`config.mk`:
```
export PLATFORM = sky130hd
export DESIGN_NAME = gfx_irq_regs
export DESIGN_NICKNAME = d
export VERILOG_FILES = /design/src/rtl/girq_pkg.sv /design/src/rtl/girq_lane_align.sv /design/src/rtl/girq_rd_mirror.sv /design/src/rtl/gfx_irq_regs.sv
export SDC_FILE = /design/constraint.sdc
export NUM_CORES = 1
export LEC_CHECK = 0
export BUFFER_PORTS_ARGS = -buffer_cell sky130_fd_sc_hd__buf_2
export CELL_PAD_IN_SITES_DETAIL_PLACEMENT = 0
export CELL_PAD_IN_SITES_GLOBAL_PLACEMENT = 1
export CORE_ASPECT_RATIO = 0.7
export CORE_MARGIN = 2
export CORE_UTILIZATION = 35
export DETAILED_ROUTE_END_ITERATION = 10
export PLACE_DENSITY_LB_ADDON = 0.1
export SYNTH_ARGS = -nofsm -noshare
export SYNTH_HDL_FRONTEND = slang
export SYNTH_SLANG_ARGS = --single-unit
```
`constraint.sdc`:
```
create_clock -name clk_i -period 1.2 [get_ports clk_i]
set_input_delay 0.24 -clock clk_i [delete_from_list [all_inputs] [get_ports clk_i]]
set_output_delay 0.24 -clock clk_i [all_outputs]
set_load 0.1 [all_outputs]
```
`src/rtl/girq_pkg.sv`:
```
package girq_pkg;

    localparam int NUM_EVT   = 5;
    localparam int CMD_W     = 16;
    localparam int MASK_LSB  = 8;

    localparam int BIT_SIG   = 0;
    localparam int BIT_FIN   = 1;
    localparam int BIT_HS    = 2;
    localparam int BIT_VS    = 3;
    localparam int BIT_EDW   = 4;
    localparam int BIT_FLUSH = 8;
    localparam int BIT_RST   = 9;

    localparam logic [CMD_W-1:0] MASK_KEEP  = 16'h1F00;
    localparam logic [CMD_W-1:0] MASK_FORCE = 16'h6000;
    localparam logic [CMD_W-1:0] MASK_RESET = 16'h7F00;

    typedef enum logic [1:0] {
        SZ_BYTE = 2'd0,
        SZ_HALF = 2'd1,
        SZ_WORD = 2'd2,
        SZ_DBL  = 2'd3
    } acc_size_e;

    function automatic logic [63:0] size_mask(input logic [1:0] sz);
        case (acc_size_e'(sz))
            SZ_BYTE: size_mask = 64'h0000_0000_0000_00FF;
            SZ_HALF: size_mask = 64'h0000_0000_0000_FFFF;
            SZ_WORD: size_mask = 64'h0000_0000_FFFF_FFFF;
            default: size_mask = 64'hFFFF_FFFF_FFFF_FFFF;
        endcase
    endfunction

endpackage

```
`src/rtl/girq_lane_align.sv`:
```
module girq_lane_align
    import girq_pkg::*;
#(
    parameter int DATA_W = 64,
    parameter int OUT_W  = CMD_W,
    localparam int LANES  = DATA_W / 8,
    localparam int LANE_W = $clog2(LANES)
) (
    input  logic [LANE_W-1:0] lane_i,
    input  logic [1:0]        size_i,
    input  logic [DATA_W-1:0] data_i,
    output logic [OUT_W-1:0]  cmd_o
);

    logic [63:0]       full_mask;
    logic [DATA_W-1:0] masked;
    logic [DATA_W-1:0] shifted [LANES];

    assign full_mask = size_mask(size_i);
    assign masked    = data_i & full_mask[DATA_W-1:0];

    // one shifter per byte lane, picked by the lane index
    for (genvar gl = 0; gl < LANES; gl++) begin : g_lane
        assign shifted[gl] = masked << (8 * gl);
    end

    logic [DATA_W-1:0] sel;
    assign sel   = shifted[lane_i];
    assign cmd_o = sel[OUT_W-1:0];

    logic unused_hi;
    assign unused_hi = ^sel[DATA_W-1:OUT_W];

endmodule

```
`src/rtl/girq_rd_mirror.sv`:
```
module girq_rd_mirror
    import girq_pkg::*;
#(
    parameter int              ADDR_W     = 13,
    parameter int              DATA_W     = 64,
    parameter logic [ADDR_W-1:0] SIGID_BASE = 13'h1080
) (
    input  logic [ADDR_W-1:0] addr_i,
    input  logic [1:0]        size_i,
    input  logic [DATA_W-1:0] csr_i,
    input  logic [DATA_W-1:0] id_i,
    output logic [DATA_W-1:0] rdata_o
);

    localparam int WIN_W = 2 * DATA_W;

    logic              in_id_win;
    logic [DATA_W-1:0] sel;
    logic [WIN_W-1:0]  window;
    logic [WIN_W-1:0]  shifted;
    logic [63:0]       full_mask;

    assign in_id_win = (addr_i[ADDR_W-1:4] == SIGID_BASE[ADDR_W-1:4]);
    assign sel       = in_id_win ? id_i : csr_i;
    assign window    = {{DATA_W{1'b0}}, sel};
    assign shifted   = window >> {addr_i[3:0], 3'b000};
    assign full_mask = size_mask(size_i);
    assign rdata_o   = shifted[DATA_W-1:0] & full_mask[DATA_W-1:0];

    logic unused_hi;
    assign unused_hi = ^shifted[WIN_W-1:DATA_W];

endmodule

```
`src/rtl/gfx_irq_regs.sv`:
```
module gfx_irq_regs
    import girq_pkg::*;
#(
    parameter int                ADDR_W     = 13,
    parameter int                ID_W       = 32,
    parameter logic [15:0]       ID_REV     = 16'h551B,
    parameter logic [ADDR_W-1:0] CSR_BASE   = 13'h1000,
    parameter logic [ADDR_W-1:0] IMR_BASE   = 13'h1010,
    parameter logic [ADDR_W-1:0] SIGID_BASE = 13'h1080
) (
    input  logic              clk_i,
    input  logic              rst_ni,
    input  logic              bus_wr_i,
    input  logic              bus_rd_i,
    input  logic [ADDR_W-1:0] bus_addr_i,
    input  logic [1:0]        bus_size_i,
    input  logic [63:0]       bus_wdata_i,
    output logic [63:0]       bus_rdata_o,
    input  logic              sig_evt_i,
    input  logic [ID_W-1:0]   sig_data_i,
    input  logic [ID_W-1:0]   sig_mask_i,
    input  logic              fin_evt_i,
    input  logic              hs_evt_i,
    input  logic              vs_evt_i,
    input  logic              edw_evt_i,
    output logic              irq_o,
    output logic              resume_o
);

    localparam int DATA_W = 64;
    localparam int WIN_HI = ADDR_W - 1;

    typedef struct packed {
        logic [NUM_EVT-1:0] stat;
        logic [CMD_W-1:0]   imr;
        logic [ID_W-1:0]    id;
        logic               sq;
        logic [ID_W-1:0]    sdata;
        logic [ID_W-1:0]    smask;
        logic               irq;
        logic               resume;
        logic [DATA_W-1:0]  rdata;
    } state_t;

    localparam state_t RESET_STATE = '{
        stat:   '0,
        imr:    MASK_RESET,
        id:     '0,
        sq:     1'b0,
        sdata:  '0,
        smask:  '0,
        irq:    1'b0,
        resume: 1'b0,
        rdata:  '0
    };

    state_t q, d;

    logic [CMD_W-1:0]   cmd;
    logic [DATA_W-1:0]  csr_val;
    logic [DATA_W-1:0]  id_val;
    logic [DATA_W-1:0]  rd_val;
    logic               csr_hit;
    logic               imr_hit;
    logic [CMD_W-1:0]   new_imr;
    logic [CMD_W-1:0]   unmask_vec;
    logic [NUM_EVT-1:0] unmask_hit;
    logic [NUM_EVT-1:0] evt_set;

    girq_lane_align #(
        .DATA_W (DATA_W),
        .OUT_W  (CMD_W)
    ) u_align (
        .lane_i (bus_addr_i[2:0]),
        .size_i (bus_size_i),
        .data_i (bus_wdata_i),
        .cmd_o  (cmd)
    );

    assign csr_val = {32'h0, ID_REV, 11'h0, q.stat};
    assign id_val  = {{(DATA_W-ID_W){1'b0}}, q.id};

    girq_rd_mirror #(
        .ADDR_W     (ADDR_W),
        .DATA_W     (DATA_W),
        .SIGID_BASE (SIGID_BASE)
    ) u_mirror (
        .addr_i  (bus_addr_i),
        .size_i  (bus_size_i),
        .csr_i   (csr_val),
        .id_i    (id_val),
        .rdata_o (rd_val)
    );

    assign csr_hit = bus_wr_i && (bus_addr_i[WIN_HI:4] == CSR_BASE[WIN_HI:4]) && !bus_addr_i[3];
    assign imr_hit = bus_wr_i && (bus_addr_i[WIN_HI:4] == IMR_BASE[WIN_HI:4]) && !bus_addr_i[3];

    assign new_imr    = (cmd & MASK_KEEP) | MASK_FORCE;
    assign unmask_vec = (~new_imr & q.imr) >> MASK_LSB;
    assign unmask_hit = q.stat & unmask_vec[NUM_EVT-1:0];
    assign evt_set    = {edw_evt_i, vs_evt_i, hs_evt_i, fin_evt_i, 1'b0};

    always_comb begin
        d        = q;
        d.irq    = 1'b0;
        d.resume = 1'b0;

        if (csr_hit) begin
            if (cmd[BIT_RST]) begin
                d.stat = '0;
                d.imr  = MASK_RESET;
                d.id   = '0;
                d.sq   = 1'b0;
            end else begin
                if (cmd[BIT_SIG]) begin
                    d.resume = q.stat[BIT_SIG];
                    if (q.sq) begin
                        d.id            = (q.id & ~q.smask) | (q.sdata & q.smask);
                        d.stat[BIT_SIG] = 1'b1;
                        if (!q.imr[MASK_LSB + BIT_SIG]) begin
                            d.irq = 1'b1;
                        end
                    end else begin
                        d.stat[BIT_SIG] = 1'b0;
                    end
                    d.sq = 1'b0;
                end
                for (int k = BIT_FIN; k < NUM_EVT; k++) begin
                    if (cmd[k]) begin
                        d.stat[k] = 1'b0;
                    end
                end
            end
        end

        if (imr_hit) begin
            if (|unmask_hit) begin
                d.irq = 1'b1;
            end
            d.imr = new_imr;
        end

        d.stat = d.stat | evt_set;
        if (|(evt_set & ~d.imr[MASK_LSB +: NUM_EVT])) begin
            d.irq = 1'b1;
        end

        if (sig_evt_i) begin
            d.sq    = 1'b1;
            d.sdata = sig_data_i;
            d.smask = sig_mask_i;
        end

        if (bus_rd_i) begin
            d.rdata = rd_val;
        end
    end

    always_ff @(posedge clk_i or negedge rst_ni) begin
        if (!rst_ni) begin
            q <= RESET_STATE;
        end else begin
            q <= d;
        end
    end

    assign bus_rdata_o = q.rdata;
    assign irq_o       = q.irq;
    assign resume_o    = q.resume;

    logic armed_q;
    always_ff @(posedge clk_i or negedge rst_ni) begin
        if (!rst_ni) begin
            armed_q <= 1'b0;
        end else begin
            armed_q <= 1'b1;
        end
    end

    AST_IMR_SHAPE: assert property (@(posedge clk_i) disable iff (!rst_ni)
        (q.imr[14:13] == 2'b11) && ((q.imr & ~16'h7F00) == 16'h0));

    AST_SET_WINS: assert property (@(posedge clk_i) disable iff (!rst_ni)
        (armed_q && $past(hs_evt_i)) |-> q.stat[BIT_HS]);

    AST_CLEAR_TAKES: assert property (@(posedge clk_i) disable iff (!rst_ni)
        (csr_hit && cmd[BIT_VS] && !vs_evt_i) |=> !q.stat[BIT_VS]);

    AST_UNMASK_FIRES: assert property (@(posedge clk_i) disable iff (!rst_ni)
        (imr_hit && (|unmask_hit)) |=> irq_o);

    AST_RESUME_CAUSE: assert property (@(posedge clk_i) disable iff (!rst_ni)
        (armed_q && resume_o) |-> $past(q.stat[BIT_SIG]));

endmodule

```
-- After elaboration in Yosys (flattened, before gate mapping)
Index checks and enable logic that the tools add are counted.
- bits in registers: 181
- input bits: 152
- magnitude comparators: 1
- equality and inequality tests: 5
- shift operators: 1
- mux-type cells: 27
- bitwise logic cells: 13
- reduce and logical (&&, ||, !) cells: 17
- operators by type and width (kind ; number):
    binary-select mux 64 bit (select 3 bit) ; 1
    case mux 64 bit (3 select lines) ; 1
    AND 64 bit ; 2
    2-to-1 mux 33 bit ; 2
    2-to-1 mux 65 bit ; 1
    AND 32 bit ; 2
    2-to-1 mux 32 bit ; 2
    >> shifter 64 x 7 -> 64 bit ; 1
    2-to-1 mux 54 bit ; 1
    2-to-1 mux 13 bit ; 3
    inverter 32 bit ; 1
    bitwise OR 32 bit ; 1
    == test 9 bit, second input constant ; 3
    2-to-1 mux 16 bit ; 1
    AND 13 bit ; 1
    inverter 13 bit ; 1
    2-to-1 mux 1 bit ; 11
    AND 5 bit ; 2
    nonzero test 2 bit ; 5
    OR reduction 5 bit ; 2
    2-to-1 mux 2 bit ; 3
    2-to-1 mux 5 bit ; 1
    inverter 5 bit ; 1
    bitwise OR 5 bit ; 1
    other kinds (10) ; 14

-- Longest topological paths before layout
Gate-level depths: netlist (run 1).
- word-level depth: 14
- depth in mapped cells: 8

-- Cells and area by module
From an unflattened synthesis (run 1), not the netlist that was laid out.
- cell total of the unflattened synthesis: 951
- area total of the unflattened synthesis: 10790.3 um2
- modules (own cells, without submodules) (module ; times used ; cells each ; area each (um2) ; sequential area each (um2)):
    gfx_irq_regs ; 1 ; 586 ; 7522.2 ; 4335.4
    girq_rd_mirror ; 1 ; 344 ; 3076.7 ; 0.0
    girq_lane_align ; 1 ; 21 ; 191.4 ; 0.0

-- Worst setup path after synthesis (run 1)
Ideal clock, no wire load.
- path kind: input to register
- from: input port bus_addr_i[10]
- to: register q (netlist bit bus_rdata_o[0])
- setup time: 0.122 ns
- arrival time: 2.109 ns
- required time: 1.078 ns
- setup slack: -1.031 ns
- stages on the path: 8
- path buffers: 3
- path through: or4b_1 > buf_2 > or3_4 > buf_6 > buf_6 > a211oi_1 > nand2_1 > a32o_1
- longest elaborated chain between the ends: 4
- ends and longest elaborated chain (element ; line ; RTL):
    start: declaration ; gfx_irq_regs.sv:15 ; input logic [ADDR_W-1:0] bus_addr_i,
    == test 9 bit ; girq_rd_mirror.sv:23 ; assign in_id_win = (addr_i[ADDR_W-1:4] == SIGID_BASE[ADDR_W-1:4]);
    2-to-1 mux 32 bit ; girq_rd_mirror.sv:24 ; assign sel = in_id_win ? id_i : csr_i;
    >> shifter 64 x 7 -> 64 bit ; girq_rd_mirror.sv:26 ; assign shifted = window >> {addr_i[3:0], 3'b000};
    AND 64 bit ; girq_rd_mirror.sv:28 ; assign rdata_o = shifted[DATA_W-1:0] & full_mask[DATA_W-1:0];
    end signal: assignment ; gfx_irq_regs.sv:161 ; q <= RESET_STATE;
    end signal: assignment ; gfx_irq_regs.sv:163 ; q <= d;
    end: declaration ; gfx_irq_regs.sv:57 ; state_t q, d;
No other way between the ends.
A chain may end at the register's enable or synchronous reset.

-- Worst setup path in the final report (run 1)
- from: input port bus_addr_i[6]
- to: register q (netlist bit id_val[24])
- longest elaborated chain between the ends: 4
- ends and longest elaborated chain (element ; line ; RTL):
    == test 9 bit ; gfx_irq_regs.sv:95 ; assign csr_hit = bus_wr_i && (bus_addr_i[WIN_HI:4] == CSR_BASE[WIN_HI:4]) && !bus_addr_i[3];
    logical AND 1 bit (2 in a row) ; gfx_irq_regs.sv:95 ;
    AND reduction 3 bit (no source line) ; -- ;
No other way between the ends.

==> results_dict.tcl, run 1 <==
set metrics [dict create \
    portBuffers 131 \
    skew_ns 0.0111 \
    violations "negative setup slack" \
    setup_slack_ns -0.598 \
    insertion_delay_ns 0.43 \
    setup_viol 111 \
    crit_path_cell_trace "buf_6 -> or4b_4 -> buf_4 -> nor4_4 -> a22oi_2 -> o21bai_4 -> buf_12 -> a21o_1" \
    max_freq_mhz 556 \
    cp-startpoint "bus_addr_i[6]" \
    r2r-start "id_val[0]" \
    worst_ep_arrival_time_ns 2.11 \
    row_count 43 \
    layout-drive-gt1-share_pct 51.3 \
    wl_per_cell_um 18.2 \
    pre_cts_ws_ns -1.18 \
    startpoint_type "input port" \
    seqPwrFrac_pct 42.1 \
    power_leakage_nw 4.80 \
    outcome "finished with violations" \
    slew_headroom_pct 64.5 \
    gr-usage-met3_pct 4.49 \
    path_delay_family "simple AND/OR/NAND/NOR gates" \
    p_clk_share_pct 42.4 \
    antenna_left 0 \
    cap_violations 0 \
    ys_seq_elements 141 \
    drc 0 \
    ir_drop_v 0.000856 \
    critPathCapture "id_val[24]" \
    slowest_delay_ns 0.57 \
    powerDensity_nw_per_um2 1210 \
    antennaDiodeCount 0 \
    final.period_utilization_pct 150 \
    final_common_cell "dfrtp_1" \
    cts_buffers 17 \
    worst_setup_path_end_kind "flop" \
    wl_um 20900 \
    die_h_um 122 \
    crit_type "input port to flop" \
    cts-root-buf "clkbuf_16" \
    cp_num_cells 8 \
    busiest_layer "met1" \
    use_met2_pct 29.3 \
    grt_max_degree 37 \
    core_area_um2 19700 \
    grt.total_usage_pct 20.7 \
    clock-sinks 141 \
    dp_hpwl_um 15600 \
    finalHoldViolCount 0 \
    syn_area_per_cell_um2 10.9 \
    p_sw_share_pct 29.8 \
    hold_path.class "input port to flop" \
    initial_core_util_pct 35.5 \
    critPathSlowestCell "or4b_4" \
    postSynthCellCount 640 \
    grt_pass1_wl_um 33400 \
    yosysWarnings 0 \
    fin_util_pct 51.8 \
    p_comb_share_pct 15.5 \
    worst_pin_slew_ns 0.527 \
    rsz0062_at_grt "yes" \
    overflow 0 \
    final_cell_mix "dfrtp_1 (126), buf_4 (106), buf_2 (94)" \
    antenna_found_initial 0 \
    synthesis.area_um2 6990 \
    nets 1013 \
    fin_crit_ns 1.80 \
    htreeDepth 4 \
    critical_path.max_fanout 32 \
    met1_usage_pct 31.3 \
    dieWidth_um 173 \
    cts_buffer_depth 2 \
    report.final.slew_viol_count 0 \
    clk_pin_slew_worst_paths_ns 0.07 \
    firstDrtPassIters 5 \
    placedCellCount 1079 \
    first_global_vias 5861 \
    internal-power_mw 8.66 \
    r2r_slack_ns -0.15 \
    synth-edff-count 0 \
    layoutNonFillerInstCount 1143 \
    ys_types 59 \
    worstPathRequired_ns 1.51 \
    synthArstFlopShare_pct 100 \
    hold_start "sig_mask_i[26]" \
    p_switching_mw 3.68 \
    cts_tree "yes" \
    place_congestion 0.847 \
    r2r_end "bus_rdata_o[0]" \
    path_buf_inv 3 \
    finalInstanceArea_um2 10200 \
    drtIter0Drc 286 \
    synth_flop_cell "dfrtp_1" \
    die_area_um2 21100 \
    viasPerCell 4.93 \
    place_area_um2 8940 \
    seq_area_frac_synth_pct 50.6 \
    rr_worst_depth 4 \
    synthToLayoutAreaGrowth_pct 46.1 \
    vias 5630 \
    total_power_mw 12.3 \
    io_pins 218 \
]
-- layout make-up --
cell class              count  area [µm²]
flip-flops and latches    141        3550
fillers                  1802        9490
multi-input cells         427        3300
clock inverters            14         154
well taps                 270         338
repair buffers            267        2410
clock buffers              17         425
inverters                   7        26.3
-- state kept, by name, summed over array words and instances (netlist names) --
signal       count
bus_rdata_o     32
csr_val          5
id_val          32
irq_o            1
q               70
resume_o         1
-- synth_stat cells (7+ instances only) --
master,instances,area (µm²)
a211oi_1,7,52.6
a21o_1,33,248
a21oi_1,48,240
buf_4,64,480
clkbuf_1,26,97.6
dfrtp_1,136,3400
mux2_2,66,743
mux2i_1,10,100
nand2_1,58,218
nand2b_1,34,213
nor2_1,19,71.3
nor2b_1,10,62.6
o21ai_0,15,75.1
o2bb2ai_1,11,96.3
-- per-layer routing --
layer	routed length (µm)	vias to the layer above	share of wire, %
li1	-	2645	-
met1	10800	2812	52
met2	8740	155	42
met3	1040	18	5.0
met4	291	0	1.4
met5	0	-	0
-- worst min-delay path by stage --
stage	end	slack [ns]	cells past startpoint
2_1_floorplan	bus_rdata_o[0]	-0.06	0
3_3_place_gp	csr_val[4]	0.17	1
3_5_place_dp	csr_val[4]	0.17	1
4_1_cts	q[92]	0.02	2
5_1_grt	q[122]	0.03	2
6_report	q[92]	0.04	2
-- cells by family after synthesis --
logic type | synth area share [%]
buf+inv | 9.33
compound gates | 15.9
flops | 50.6
mux | 12.4
other cells | 0.0537
simple gates | 11.7
-- worst register-to-register path, stage by stage (launching register included) --
cell and delay (ns):
dfrtp_1 0.40, mux2i_1 0.22, nor2_2 0.06, a311o_1 0.31, a32o_1 0.25
-- per-stage QoR --
stage | hold slack, ns | TNS [ns]
6_report | 0.0373 | -39.45
5_1_grt | 0.0255 | -42.95
4_1_cts | 0.0206 | -34.77
3_5_place_dp | 0.169 | -75.61
3_3_place_gp | 0.172 | -70.72
2_1_floorplan | -0.0556 | -58.28
-- repair_timing --
action / CTS / global route
hold buffers: 1 / 0
endpoints found under the hold margin: 23 / 0
endpoints found under the setup margin: 111 / 111
pin swaps: 9 / 9
gates resized for setup: 63 / 33
buffers inserted: 23 / 9
gates cloned: 2 / 0
-- power groups by stage --
stage	Combinational [mW]	Sequential [mW]	Clock, mW
2_1_floorplan	1.30	5.20	0
3_3_place_gp	1.81	5.28	0
3_5_place_dp	1.83	5.29	0
4_1_cts	1.89	5.20	5.35
5_1_grt	2.03	5.24	5.55
6_report	1.91	5.20	5.23
Note: power is estimated with default switching activity, not from simulation.
==> run 2, diff against run 1 <==
--- a/config.mk
+++ b/config.mk
@@ -10,7 +10,7 @@
 export CELL_PAD_IN_SITES_GLOBAL_PLACEMENT = 1
 export CORE_ASPECT_RATIO = 0.7
 export CORE_MARGIN = 2
-export CORE_UTILIZATION = 35
+export CORE_UTILIZATION = 25
 export DETAILED_ROUTE_END_ITERATION = 10
 export PLACE_DENSITY_LB_ADDON = 0.1
 export SYNTH_ARGS = -nofsm -noshare
==> run 2 against run 1 <==
  * The flow still finishes with violations (negative setup slack)
  * Cell area grew 2.7%
  * Highest routed layer unchanged
  * Largest power group unchanged
  * Combinational power is essentially flat
  * Routed wire length grew 13%
  * Critical endpoint is now bus_rdata_o[14]
  * Largest cell class unchanged
  * Sequential share of layout area shrank 0.92 points
  * Critical path depth is the same
==> results_dict.tcl, run 2 (synthesized netlist as in run 1, its figures left out) <==
set metrics [dict create \
    cts_tree "yes" \
    crit_path_cell_trace "buf_8 -> or4b_4 -> buf_4 -> or3_4 -> buf_6 -> o21ai_2 -> o21ai_1 -> a221o_1" \
    wl_per_cell_um 19.0 \
    path_delay_family "simple AND/OR/NAND/NOR gates" \
    drc 0 \
    first_global_vias 5896 \
    clk_pin_slew_worst_paths_ns 0.06 \
    p_switching_mw 3.50 \
    final_common_cell "dfrtp_1" \
    violations "negative setup slack" \
    synthToLayoutAreaGrowth_pct 50.0 \
    worst_ep_arrival_time_ns 2.12 \
    grt.total_usage_pct 16.5 \
    antennaDiodeCount 0 \
    pre_cts_ws_ns -1.15 \
    ir_drop_v 0.000851 \
    antenna_found_initial 0 \
    clock-sinks 141 \
    seqPwrFrac_pct 40.0 \
    worst_pin_slew_ns 0.545 \
    p_clk_share_pct 45.2 \
    dieWidth_um 204 \
    p_sw_share_pct 26.8 \
    firstDrtPassIters 5 \
    total_power_mw 13.0 \
    holdPathStages 2 \
    fin_crit_ns 1.82 \
    hold_path.class "input port to flop" \
    r2r_end "bus_rdata_o[0]" \
    final.period_utilization_pct 152 \
    die_area_um2 29300 \
    outcome "finished with violations" \
    setup_tns_ns -39.30 \
    slowest_delay_ns 0.59 \
    largest_register_ffs 70 \
    nets 1015 \
    portBuffers 131 \
    row_count 51 \
    io_pins 218 \
    n_fill_cell 2774 \
    rsz0062_at_grt "yes" \
    largest_register "q" \
    critical_path.max_fanout 5 \
    max_freq_mhz 549 \
    layout-drive-gt1-share_pct 51.3 \
    final_cell_mix "dfrtp_1 (126), buf_4 (103), buf_2 (93)" \
    cts_buffers 17 \
    r2r-start "id_val[0]" \
    startpoint_type "input port" \
    cts_buffer_depth 2 \
    dp_hpwl_um 17700 \
    critPathSlowestCell "or4b_4" \
    insertion_delay_ns 0.43 \
    power_leakage_nw 4.86 \
    finalHoldViolCount 0 \
    internal-power_mw 9.53 \
    rr_worst_depth 4 \
    htreeDepth 4 \
    powerDensity_nw_per_um2 1240 \
    worst_setup_path_end_kind "flop" \
    worstPathRequired_ns 1.50 \
    r2r_slack_ns -0.15 \
    antenna_left 0 \
    min_to "q[75]" \
    overflow 0 \
    wl_um 23700 \
    grt_max_degree 42 \
    hold_start "sig_mask_i[9]" \
    p_comb_share_pct 14.9 \
    grt_pass1_wl_um 35800 \
    cts-root-buf "clkbuf_16" \
    cap_violations 0 \
    initial_core_util_pct 25.3 \
    core_area_um2 27600 \
    die_h_um 144 \
    skew_ns 0.0165 \
    setup_slack_ns -0.622 \
    placedCellCount 1177 \
    slew_headroom_pct 63.3 \
    drtIter0Drc 332 \
    setup_viol 111 \
    fin_util_pct 37.9 \
    viasPerCell 4.45 \
    place_congestion 0.852 \
    crit_type "input port to flop" \
    path_buf_inv 3 \
    vias 5555 \
    report.final.slew_viol_count 0 \
    layoutNonFillerInstCount 1247 \
]
-- run 2: cell types whose count changed in the layout (fill, tap and decap cells not counted), moves of 4 or more --
cell       before  now
bufinv_16       1    5
inv_8           4    0
a21oi_1        32   41
a21oi_2        15    5
buf_6          21   25
nand2_1        58   54
-- run 2: power groups by stage --
stage          sequential, mW  combinational (mW)  clock, mW
2_1_floorplan            5.20                1.30          0
3_3_place_gp             5.29                1.82          0
3_5_place_dp             5.29                1.83          0
4_1_cts                  5.21                1.91       6.06
5_1_grt                  5.24                2.06       6.29
6_report                 5.20                1.94       5.88
-- run 2: metal layers --
| layer | GRT usage (%) | part of all wire, % |
|---|---|---|
| met5 | 0 | 0 |
| met4 | 3.42 | 0.41 |
| met3 | 4.92 | 5.6 |
| met2 | 22.8 | 42 |
| met1 | 25.0 | 52 |
-- run 2: area by class of cell --
| class | count | area (µm²) | share of cell area [%] |
|---|---|---|---|
| Multi-Input combinational cell | 429 | 3360 | 32.1 |
| Sequential cell | 141 | 3550 | 33.8 |
| Timing Repair Buffer | 267 | 2430 | 23.2 |
| Inverter | 7 | 26.3 | 0.251 |
| Clock inverter | 11 | 191 | 1.83 |
| Clock buffer | 21 | 460 | 4.39 |
| Tap cell | 371 | 464 | 4.43 |
-- run 2: how the worst max path moves through the flow --
stage,startpoint,endpoint,cells past startpoint,slack (ns)
finish,bus_addr_i[6],bus_rdata_o[14],8,-0.62
global route,bus_addr_i[6],bus_rdata_o[14],8,-0.66
CTS,bus_addr_i[6],irq_o,6,-0.57
detailed placement,bus_addr_i[10],id_val[22],8,-1.15
global placement,bus_addr_i[10],id_val[19],8,-1.10
floorplan,bus_addr_i[10],irq_o,7,-0.95
-- run 2: per-stage QoR --
step	cell area (µm²)	hold WS [ns]
2_1_floorplan	7210	-0.0556
3_3_place_gp	9050	0.174
3_5_place_dp	9050	0.171
4_1_cts	10100	0.00996
5_1_grt	10500	0.0149
6_report	10500	0.0330
-- run 2: worst reg2reg max path: cells and delay by family, from the launching register on --
| kind | cells | cell delay, ns |
|---|---|---|
| compound gates | 2 | 0.58 |
| flops | 1 | 0.41 |
| mux | 1 | 0.17 |
| simple gates | 1 | 0.09 |
-- run 2: timing repair --
| item | CTS | global route |
|---|---|---|
| endpoints found under the hold margin | 19 | 0 |
| resized for setup | 44 | 62 |
| gates cloned | 4 | 2 |
| setup endpoints to repair | 111 | 111 |
| pin swaps | 13 | 23 |
| hold buffers | 1 | 0 |
| buffers inserted | 22 | 11 |
==> run 3, diff against run 2 <==
--- a/config.mk
+++ b/config.mk
@@ -10,9 +10,9 @@
 export CELL_PAD_IN_SITES_GLOBAL_PLACEMENT = 1
 export CORE_ASPECT_RATIO = 0.7
 export CORE_MARGIN = 2
-export CORE_UTILIZATION = 25
+export CORE_UTILIZATION = 30
 export DETAILED_ROUTE_END_ITERATION = 10
-export PLACE_DENSITY_LB_ADDON = 0.1
+export PLACE_DENSITY = 0.78
 export SYNTH_ARGS = -nofsm -noshare
 export SYNTH_HDL_FRONTEND = slang
 export SYNTH_SLANG_ARGS = --single-unit
==> run 3 against run 2 <==
  * Sequential power barely moved
  * Largest power group unchanged
  * Routed wire length is 12% lower
  * The flow still finishes with violations (negative setup slack)
  * Largest cell class unchanged
  * Cell area fell by 2.8%
  * Critical path depth decreased by 2
  * Clock power about the same
  * Maximum frequency increased by 2.0%
  * Register-to-register slack worse by 0.05 ns
  * Die area decreased by 16%
  * Combinational power fell by 3%
  * Global-route usage is 0.45 points higher
==> results_dict.tcl, run 3 (synthesized netlist as in run 1, its figures left out) <==
set metrics [dict create \
    report.final.slew_viol_count 0 \
    setup_viol 111 \
    crit_type "input port to flop" \
    die_area_um2 24500 \
    viasPerCell 4.70 \
    overflow 0 \
    dieWidth_um 186 \
    cts_buffer_depth 2 \
    grt_pass1_wl_um 32000 \
    critPathSlowestCell "or4b_4" \
    row_count 46 \
    setup_tns_ns -37.77 \
    portBuffers 131 \
    skew_ns 0.00814 \
    finalHoldViolCount 0 \
    worst_setup_path_end_kind "flop" \
    worst_ep_arrival_time_ns 2.07 \
    outcome "finished with violations" \
    violations "negative setup slack" \
    powerDensity_nw_per_um2 1270 \
    first_global_vias 5545 \
    core_area_um2 22700 \
    layout-drive-gt1-share_pct 47.9 \
    insertion_delay_ns 0.43 \
    clock-sinks 141 \
    worstPathRequired_ns 1.48 \
    cts-root-buf "clkbuf_16" \
    place_congestion 0.841 \
    max_freq_mhz 560 \
    grt.total_usage_pct 17.0 \
    setup_slack_ns -0.586 \
    r2r_end "bus_rdata_o[0]" \
    place_area_um2 8960 \
    cts_buffers 17 \
    wl_per_cell_um 17.5 \
    slowest_delay_ns 0.61 \
    drc 0 \
    gr-usage-met3_pct 5.40 \
    r2r_slack_ns -0.20 \
    firstDrtPassIters 5 \
    crit_path_cell_trace "buf_6 -> or4b_4 -> or4_4 -> and2_0 -> a222oi_1 -> o2111ai_1" \
    hold_path.class "input port to flop" \
    final_cell_mix "dfrtp_1 (133), buf_4 (110), buf_2 (95)" \
    r2r-start "id_val[0]" \
    fin_crit_ns 1.79 \
    wl_um 20700 \
    power_leakage_nw 4.81 \
    cp-startpoint "bus_addr_i[10]" \
    ir_drop_v 0.000818 \
    critPathCapture "irq_o" \
    final.period_utilization_pct 149 \
    cap_violations 0 \
    drtIter0Drc 320 \
    layoutNonFillerInstCount 1184 \
    htreeDepth 4 \
    rsz0062_at_grt "yes" \
    cts_tree "yes" \
    antenna_left 0 \
    grt_max_degree 39 \
    critical_path.max_fanout 7 \
    dp_hpwl_um 15100 \
    met1_usage_pct 25.1 \
    finalInstanceArea_um2 10200 \
    rr_worst_depth 4 \
    clk_pin_slew_worst_paths_ns 0.06 \
    vias 5565 \
    use_met2_pct 23.9 \
    nets 1010 \
    placedCellCount 1116 \
    io_pins 218 \
    path_buf_inv 1 \
    largest_register_ffs 70 \
    initial_core_util_pct 30.7 \
    path_delay_family "simple AND/OR/NAND/NOR gates" \
    synthToLayoutAreaGrowth_pct 45.8 \
    hold_start "edw_evt_i" \
    die_h_um 132 \
    busiest_layer "met1" \
    final_common_cell "dfrtp_1" \
    largest_register "q" \
    antenna_found_initial 1 \
    startpoint_type "input port" \
    n_fill_cell 2120 \
    cp_num_cells 6 \
]
==> run 3: report_power, final <==
part / internal [mW] / leakage (nW) / switching (mW) / total (mW)
sequential: 5.01 / 1.77 / 0.180 / 5.19
clock: 3.82 / 0.315 / 2.07 / 5.89
combinational: 0.713 / 2.73 / 1.18 / 1.89
==> run 3: final cells by class <==
class | count | area, µm² | area share, %
flip-flops and latches | 141 | 3540 | 34.7
multi-input cells | 427 | 3200 | 31.4
repair buffers | 264 | 2370 | 23.2
clock buffers | 24 | 512 | 5.02
well taps | 312 | 390 | 3.83
clock inverters | 8 | 151 | 1.49
inverters | 7 | 26.3 | 0.258
diodes | 1 | 2.50 | 0.0246
==> run 3: repair_timing <==
action | in CTS | in global routing
endpoints found under the setup margin | 111 | 111
pin swaps | 3 | 3
endpoints found under the hold margin | 24 | 0
hold buffers | 1 | 0
gates resized for setup | 34 | 15
setup buffers | 21 | 11
gates cloned | 0 | 3
==> run 3: worst min-delay path by stage <==
stage / end / slack (ns) / depth (start not counted)
finish: csr_val[4] / 0.03 / 2
global route: csr_val[4] / 0.02 / 2
CTS: csr_val[4] / 0.009 / 2
detailed placement: q[123] / 0.18 / 1
global placement: q[123] / 0.18 / 1
floorplan: bus_rdata_o[0] / -0.06 / 0
==> run 3: worst reg2reg max path, cell delays in order (launching register included) <==
cell and delay (ns):
dfrtp_1 0.38, mux2i_1 0.21, nor2_1 0.10, a311o_1 0.35, a32o_1 0.26
==> run 3: per-layer routing <==
metal  vias up  share of wire (%)
met1      2752                 50
met2       163                 42
li1       2637                  -
met4         0               0.98
met5         -                  0
met3        13                6.9
==> run 3: metrics by stage <==
step	power, mW	worst slack [ns]	hold WS, ns	utilization (%)
floorplan	6.50	-0.952	-0.0556	-
global placement	7.07	-1.12	0.178	39.4
finish	13.0	-0.586	0.0300	44.8
CTS	13.1	-0.561	0.00939	43.8
global route	13.4	-0.629	0.0204	44.8
detailed placement	7.10	-1.15	0.184	39.4
